==> config.mk <==
export PLATFORM = sky130hd
export DESIGN_NAME = pcm_idl_slave
export DESIGN_NICKNAME = d
export VERILOG_FILES = /design/src/rtl/pcm_pkg.sv /design/src/rtl/pcm_in_sync.sv /design/src/rtl/pcm_slot_ctrl.sv /design/src/rtl/pcm_shift_path.sv /design/src/rtl/pcm_idl_slave.sv
export SDC_FILE = /design/constraint.sdc
export NUM_CORES = 1
export LEC_CHECK = 0
export BUFFER_PORTS_ARGS = -buffer_cell sky130_fd_sc_hd__buf_2
export CORE_ASPECT_RATIO = 1.1
export CORE_MARGIN = 2
export CORE_UTILIZATION = 52
export DETAILED_ROUTE_END_ITERATION = 10
export PLACE_DENSITY = 0.81
export SYNTH_ARGS = -nofsm -noshare
export SYNTH_HDL_FRONTEND = slang
export SYNTH_SLANG_ARGS = --single-unit
==> constraint.sdc <==
create_clock -name clk -period 6.5 [get_ports clk]
set_clock_uncertainty 0.2 [all_clocks]
set_input_delay 0.975 -clock clk [delete_from_list [all_inputs] [get_ports clk]]
set_output_delay 0.975 -clock clk [all_outputs]
set_load 0.03 [all_outputs]
==> src/rtl/pcm_pkg.sv <==
package pcm_pkg;
  typedef enum logic {
    CH_FIRST  = 1'b0,
    CH_SECOND = 1'b1
  } chan_e;

  typedef struct packed {
    logic load;   // copy holding register, present MSB
    logic shift;  // advance transmit shifter
    logic cap;    // sample receive bit
    logic last;   // eighth receive bit
  } slot_ev_t;
endpackage

==> src/rtl/pcm_in_sync.sv <==
module pcm_in_sync #(
  parameter int N_DATA = 2,
  parameter int STAGES = 2
) (
  input  logic              clk,
  input  logic              rst_n,
  input  logic              bclk_raw,
  input  logic [N_DATA-1:0] data_raw,
  output logic              bclk_rise,
  output logic              bclk_fall,
  output logic [N_DATA-1:0] data_s
);
  logic [STAGES:0] bclk_chain;

  always_ff @(posedge clk or negedge rst_n) begin
    if (!rst_n) bclk_chain <= '0;
    else        bclk_chain <= {bclk_chain[STAGES-1:0], bclk_raw};
  end

  assign bclk_rise = bclk_chain[STAGES-1] & ~bclk_chain[STAGES];
  assign bclk_fall = ~bclk_chain[STAGES-1] & bclk_chain[STAGES];

  for (genvar i = 0; i < N_DATA; i++) begin : g_data
    logic [STAGES-1:0] chain;
    always_ff @(posedge clk or negedge rst_n) begin
      if (!rst_n) chain <= '0;
      else        chain <= {chain[STAGES-2:0], data_raw[i]};
    end
    assign data_s[i] = chain[STAGES-1];
  end
endmodule

==> src/rtl/pcm_slot_ctrl.sv <==
module pcm_slot_ctrl
  import pcm_pkg::*;
#(
  parameter int WORD_W         = 8,
  parameter int FIRST_POS_A    = 1,
  parameter int FIRST_POS_B    = 10,
  parameter int TIMEOUT_CYCLES = 20000
) (
  input  logic     clk,
  input  logic     rst_n,
  input  logic     bclk_rise,
  input  logic     bclk_fall,
  input  logic     sync_lvl,
  input  logic     chan_sel,
  output slot_ev_t ev,
  output logic     oe,
  output logic     err
);
  localparam int MAX_POS = FIRST_POS_B + WORD_W - 1;
  localparam int CNT_W   = $clog2(MAX_POS + 2);
  localparam int TO_W    = $clog2(TIMEOUT_CYCLES + 1);
  localparam logic [CNT_W-1:0] CNT_SAT = '1;

  logic             active_q, mute_q, done_q;
  chan_e            chan_q;
  logic [CNT_W-1:0] rcnt_q, rnext, first_pos, last_pos;
  logic [TO_W-1:0]  tcnt_q;
  logic             sync_ev, early, timeout_hit, win_next, win_cur, live;

  assign first_pos   = (chan_q == CH_SECOND) ? CNT_W'(FIRST_POS_B) : CNT_W'(FIRST_POS_A);
  assign last_pos    = first_pos + CNT_W'(WORD_W - 1);
  assign rnext       = (rcnt_q == CNT_SAT) ? rcnt_q : rcnt_q + 1'b1;
  assign win_next    = (rnext >= first_pos) && (rnext <= last_pos);
  assign win_cur     = (rcnt_q >= first_pos) && (rcnt_q <= last_pos);
  assign sync_ev     = bclk_fall & sync_lvl;
  assign early       = active_q & ~done_q;
  assign timeout_hit = active_q & ~sync_ev & (tcnt_q == TO_W'(TIMEOUT_CYCLES - 1));
  assign live        = active_q & ~mute_q & ~timeout_hit;

  always_comb begin
    ev.load  = live & bclk_rise & (rnext == first_pos);
    ev.shift = live & bclk_rise & win_next & (rnext != first_pos);
    ev.cap   = live & bclk_fall & ~sync_lvl & win_cur;
    ev.last  = ev.cap & (rcnt_q == last_pos);
  end

  always_ff @(posedge clk or negedge rst_n) begin
    if (!rst_n) begin
      active_q <= 1'b0;
      mute_q   <= 1'b0;
      done_q   <= 1'b0;
      chan_q   <= CH_FIRST;
      rcnt_q   <= '0;
      tcnt_q   <= '0;
      oe       <= 1'b0;
      err      <= 1'b0;
    end else if (sync_ev) begin
      active_q <= 1'b1;
      mute_q   <= early;
      err      <= err | early;
      done_q   <= 1'b0;
      chan_q   <= chan_e'(chan_sel);
      rcnt_q   <= '0;
      tcnt_q   <= '0;
      oe       <= 1'b0;
    end else if (timeout_hit) begin
      active_q <= 1'b0;
      err      <= 1'b1;
      tcnt_q   <= '0;
      oe       <= 1'b0;
    end else if (active_q) begin
      tcnt_q <= tcnt_q + 1'b1;
      if (bclk_rise) rcnt_q <= rnext;
      if (ev.load) oe <= 1'b1;
      if (bclk_fall && win_cur && rcnt_q == last_pos) begin
        done_q <= 1'b1;
        oe     <= 1'b0;
      end
    end
  end

  a_r3_oe_opens_on_rise: assert property (@(posedge clk) disable iff (!rst_n)
    $rose(oe) |-> $past(bclk_rise));
  a_r3_oe_closes_on_fall: assert property (@(posedge clk) disable iff (!rst_n)
    $fell(oe) |-> ($past(bclk_fall) || err));
  a_r7_err_sticky: assert property (@(posedge clk) disable iff (!rst_n)
    err |=> err);
  a_r7_muted_quiet: assert property (@(posedge clk) disable iff (!rst_n)
    mute_q |-> !oe);
endmodule

==> src/rtl/pcm_shift_path.sv <==
module pcm_shift_path
  import pcm_pkg::*;
#(
  parameter int WORD_W = 8
) (
  input  logic              clk,
  input  logic              rst_n,
  input  slot_ev_t          ev,
  input  logic              rxd_lvl,
  input  logic              wr_en,
  input  logic [WORD_W-1:0] wr_data,
  output logic              tx_bit,
  output logic [WORD_W-1:0] rx_word,
  output logic              rx_pulse
);
  logic [WORD_W-1:0] hold_q, tsh_q, rsh_q;

  always_ff @(posedge clk or negedge rst_n) begin
    if (!rst_n) begin
      hold_q   <= '0;
      tsh_q    <= '0;
      rsh_q    <= '0;
      rx_word  <= '0;
      rx_pulse <= 1'b0;
    end else begin
      rx_pulse <= 1'b0;
      if (wr_en)         hold_q <= wr_data;
      if (ev.load)       tsh_q  <= hold_q;
      else if (ev.shift) tsh_q  <= {tsh_q[WORD_W-2:0], 1'b0};
      if (ev.cap) rsh_q <= {rsh_q[WORD_W-2:0], rxd_lvl};
      if (ev.last) begin
        rx_word  <= {rsh_q[WORD_W-2:0], rxd_lvl};
        rx_pulse <= 1'b1;
      end
    end
  end

  assign tx_bit = tsh_q[WORD_W-1];

  a_r6_valid_single: assert property (@(posedge clk) disable iff (!rst_n)
    rx_pulse |=> !rx_pulse);
  a_r6_valid_after_last: assert property (@(posedge clk) disable iff (!rst_n)
    rx_pulse |-> $past(ev.last));
endmodule

==> src/rtl/pcm_idl_slave.sv <==
module pcm_idl_slave
  import pcm_pkg::*;
#(
  parameter int WORD_W         = 8,
  parameter int SYNC_STAGES    = 2,
  parameter int FIRST_POS_A    = 1,
  parameter int FIRST_POS_B    = 10,
  parameter int TIMEOUT_CYCLES = 20000
) (
  input  logic              clk,
  input  logic              rst_n,
  input  logic              chan_sel_i,
  input  logic              bclk_i,
  input  logic              fsync_i,
  input  logic              rxd_i,
  output logic              txd_o,
  output logic              txd_oe_o,
  input  logic [WORD_W-1:0] tx_data_i,
  input  logic              tx_valid_i,
  output logic              tx_ready_o,
  output logic [WORD_W-1:0] rx_data_o,
  output logic              rx_valid_o,
  output logic              frame_err_o
);
  logic       bclk_rise, bclk_fall, tx_bit;
  logic [1:0] data_s;
  slot_ev_t   ev;

  pcm_in_sync #(.N_DATA(2), .STAGES(SYNC_STAGES)) u_sync (
    .clk       (clk),
    .rst_n     (rst_n),
    .bclk_raw  (bclk_i),
    .data_raw  ({fsync_i, rxd_i}),
    .bclk_rise (bclk_rise),
    .bclk_fall (bclk_fall),
    .data_s    (data_s)
  );

  pcm_slot_ctrl #(
    .WORD_W(WORD_W), .FIRST_POS_A(FIRST_POS_A),
    .FIRST_POS_B(FIRST_POS_B), .TIMEOUT_CYCLES(TIMEOUT_CYCLES)
  ) u_ctrl (
    .clk       (clk),
    .rst_n     (rst_n),
    .bclk_rise (bclk_rise),
    .bclk_fall (bclk_fall),
    .sync_lvl  (data_s[1]),
    .chan_sel  (chan_sel_i),
    .ev        (ev),
    .oe        (txd_oe_o),
    .err       (frame_err_o)
  );

  pcm_shift_path #(.WORD_W(WORD_W)) u_path (
    .clk      (clk),
    .rst_n    (rst_n),
    .ev       (ev),
    .rxd_lvl  (data_s[0]),
    .wr_en    (tx_valid_i),
    .wr_data  (tx_data_i),
    .tx_bit   (tx_bit),
    .rx_word  (rx_data_o),
    .rx_pulse (rx_valid_o)
  );

  assign tx_ready_o = 1'b1;
  assign txd_o      = txd_oe_o & tx_bit;
endmodule

==> out/results.tsv <==
metric	value	unit
status	completed	
cts.sinks	65	
cts-root-buf	clkbuf_8	
clock_power_share	30.7	%
multi_input_area	0.00136	mm^2
drc	0	
initial_core_util	53.3	%
r2r-start	u_ctrl.rcnt_q[0]$_DFFE_PN0P_	
tns	0	ns
postSynthCellCount	252	
coreArea	0.00573	mm^2
worstPathRequired	6.53	ns
hold_violations	0	
p_comb_share	23.4	%
max_freq	266	MHz
ys_async_sr_fraction	100	%
worst_slew_pin_slew	1.00	ns
routed_wl	5.23	mm
post_cts_buffers	0	
synth_ff_type	dfrtp_1	
yosys.area_share.adder	5.74	%
ios	28	
slew_headroom	32.7	%
dr.pass1.iters	4	
path_class	reg2reg	
drt_iter0_drc	193	
arrival	3.79	ns
yosysWarnings	0	
setup_viol	0	
power_density	329	mW/mm^2
die_h	84.4	um
cp-startpoint	u_ctrl.rcnt_q[0]$_DFFE_PN0P_	
synth_xor_area_share	4.59	%
sw_frac_of_total	32.4	%
grt_usage	18.3	%
clkLatencyLatePin	0.34	ns
grt_max_degree	66	
numPortBuffers	26	
grt_pass1_vias	2109	
seq_power_share	45.9	%
grt_pass1_wl	9.36	mm
min_period	3.75	ns
area_growth	12.9	%
synthMuxAreaShare	15.0	%
register_area	0.00163	mm^2
antenna_found_initial	0	
ctsResizeCount	0	
overflow	0	
synth-seq-area-share	53.3	%
layout-drive-gt1-share	31.3	%
p_leak	0.00170	uW
ys_ff_latch	65	
synth.distinct_cells	43	
nNetsFinal	312	
cts_buffers	9	
nFillCells	468	
synth_edf_count	0	
r2r_cells	10	
r2r_slack	2.75	ns
htreeDepth	3	
gp_routability_congestion	0.792	
dieArea	0.00650	mm^2
synth_top_family_by_area	multiplexers	
utilization	60.1	%
cts_tree	built	
path_max_fanout	10	
rr_endpoint	u_path.tsh_q[4]$_DFFE_PN0P_	
min_path_type	reg2reg	
vias_per_cell	5.39	
endpoint_kind	flop	
fp.dieW	77.1	um
rows	29	
final_antenna_net_count	0	
p_sw	367	uW
vias	1966	
syn_area	0.00305	mm^2
synth-compound-area-share	4.96	%
min_period_over_period	57.8	%
postCtsHoldBufs	0	
postSynthAreaPerCell	12.1	um^2
cap_viol_max_count	0	
rsz0062_at_grt	false	
wire_per_inst	14.3	um
cts.reportedPaths.clkPinSlew	0.08	ns
slew_viol_final	0	
yosys.area_share.simple	14.2	%
critPathCapture	u_path.tsh_q[4]$_DFFE_PN0P_	
intPower	767	uW
clock_path_buffers	2	
critPathLaunchType	flop	
syn-num-nets	281	
peakVddDrop	0.254	mV
dp_hpwl	3.55	mm
antenna_cells	0	
-- power groups by stage --
stage               registers, uW  clock network (uW)  logic [uW]
finish                        520                 348         266
global route                  528                 369         301
CTS                           520                 353         267
detailed placement            526                   0         262
global placement              523                   0         249
floorplan                     518                   0         202
-- layer usage --
metal / GRT usage [%] / up-vias / routed length, um
met2: 28.3 / 37 / 2550
met5: 0 / - / 0
li1: - / 954 / -
met3: 4.95 / 11 / 206
met1: 23.7 / 964 / 2380
met4: 9.58 / 0 / 104
-- stage by stage --
step | worst slack (ns) | hold WS [ns] | cell area [um^2] | instances | power (uW)
after floorplan | 3.25 | 0.131 | 3050 | 252 | 720
after global placement | 2.99 | 0.131 | 3240 | 349 | 772
after detailed placement | 2.83 | 0.135 | 3240 | 349 | 789
after CTS | 2.74 | 0.149 | 3450 | 365 | 1140
after global routing | 2.41 | 0.174 | 3450 | 365 | 1200
final | 2.75 | 0.145 | 3450 | 365 | 1130
-- state kept, by name, summed over array words and instances, names as in the netlist, 3 cells and up --
signal / flops
u_sync.bclk_chain: 3
u_path.rsh_q: 7
u_sync.g_data.chain: 4
u_ctrl.rcnt_q: 5
u_path.rx_word: 8
u_path.hold_q: 8
u_ctrl.tcnt_q: 15
u_path.tsh_q: 8
-- critical path, cell delays in order (launching register included) --
cell and delay [ns]:
dfrtp_1 0.45, ha_1 0.23, nand4_1 0.26, mux2i_1 0.35, inv_1 0.08, ha_1 0.29
and3_1 0.16, nand4_1 0.15, nor4_2 0.79, mux2_2 0.42, mux2_2 0.26
-- cell families (layout without fill, tap and decap cells) --
logic type	after synthesis	after routing
buffers and inverters	13	49
XOR/XNOR	16	16
AND/OR/NAND/NOR	80	80
other	1	1
multiplexers	41	41
AO/OA/AOI/OAI	22	22
adder cells (fa/ha/maj)	14	14
flip-flops	65	65
-- area by class of cell --
type / count / area share, %
clock buffer: 9 / 3.59
clock inverter: 7 / 2.29
inverter: 6 / 0.653
multi-input combinational: 174 / 39.5
sequential: 65 / 47.2
tap: 77 / 2.79
timing repair buffer: 27 / 3.99
-- layout by cell type (no fill, tap or decap), types with 2 or more instances in the layout --
cell / n
dfrtp_1: 65
mux2_2: 38
buf_2: 26
nor2_1: 24
ha_1: 14
nand2_1: 12
nand3_1: 10
xor2_1: 10
clkbuf_8: 9
nand4_1: 7
xnor2_1: 6
inv_1: 6
a21oi_1: 6
nor3_1: 4
nand2b_1: 4
and3_1: 4
o21ai_0: 4
mux2i_1: 3
clkinvlp_4: 3
nand3b_1: 2
or4_1: 2
and2_1: 2
or2_2: 2
o21a_1: 2
inv_6: 2
-- how the worst min path moves through the flow --
| stage | from | end | slack (ns) | depth (start not counted) |
|---|---|---|---|---|
| 2_1_floorplan | u_sync.bclk_chain[0]$_DFF_PN0_ | u_sync.bclk_chain[1]$_DFF_PN0_ | 0.13 | 0 |
| 3_3_place_gp | u_sync.bclk_chain[0]$_DFF_PN0_ | u_sync.bclk_chain[1]$_DFF_PN0_ | 0.13 | 0 |
| 3_5_place_dp | u_sync.bclk_chain[0]$_DFF_PN0_ | u_sync.bclk_chain[1]$_DFF_PN0_ | 0.13 | 0 |
| 4_1_cts | u_sync.g_data[1].chain[0]$_DFF_PN0_ | u_sync.g_data[1].chain[1]$_DFF_PN0_ | 0.15 | 0 |
| 5_1_grt | u_sync.bclk_chain[0]$_DFF_PN0_ | u_sync.bclk_chain[1]$_DFF_PN0_ | 0.17 | 0 |
| 6_report | u_sync.g_data[1].chain[0]$_DFF_PN0_ | u_sync.g_data[1].chain[1]$_DFF_PN0_ | 0.14 | 0 |
-- synthesized netlist by cell type, types with 2 or more instances --
library cell	number	area [um^2]
a21oi_1	6	30.0
and2_1	2	12.5
and3_1	4	25.0
buf_2	2	10.0
clkbuf_1	3	11.3
dfrtp_1	65	1630
ha_1	14	175
inv_1	6	22.5
mux2_2	38	428
mux2i_1	3	30.0
nand2_1	12	45.0
nand2b_1	4	25.0
nand3_1	10	50.1
nand3b_1	2	15.0
nand4_1	7	43.8
nor2_1	24	90.1
nor3_1	4	20.0
o21a_1	2	15.0
o21ai_0	4	20.0
or2_2	2	12.5
or4_1	2	15.0
xnor2_1	6	52.6
xor2_1	10	87.6
Power figures use the tool's default switching activity.
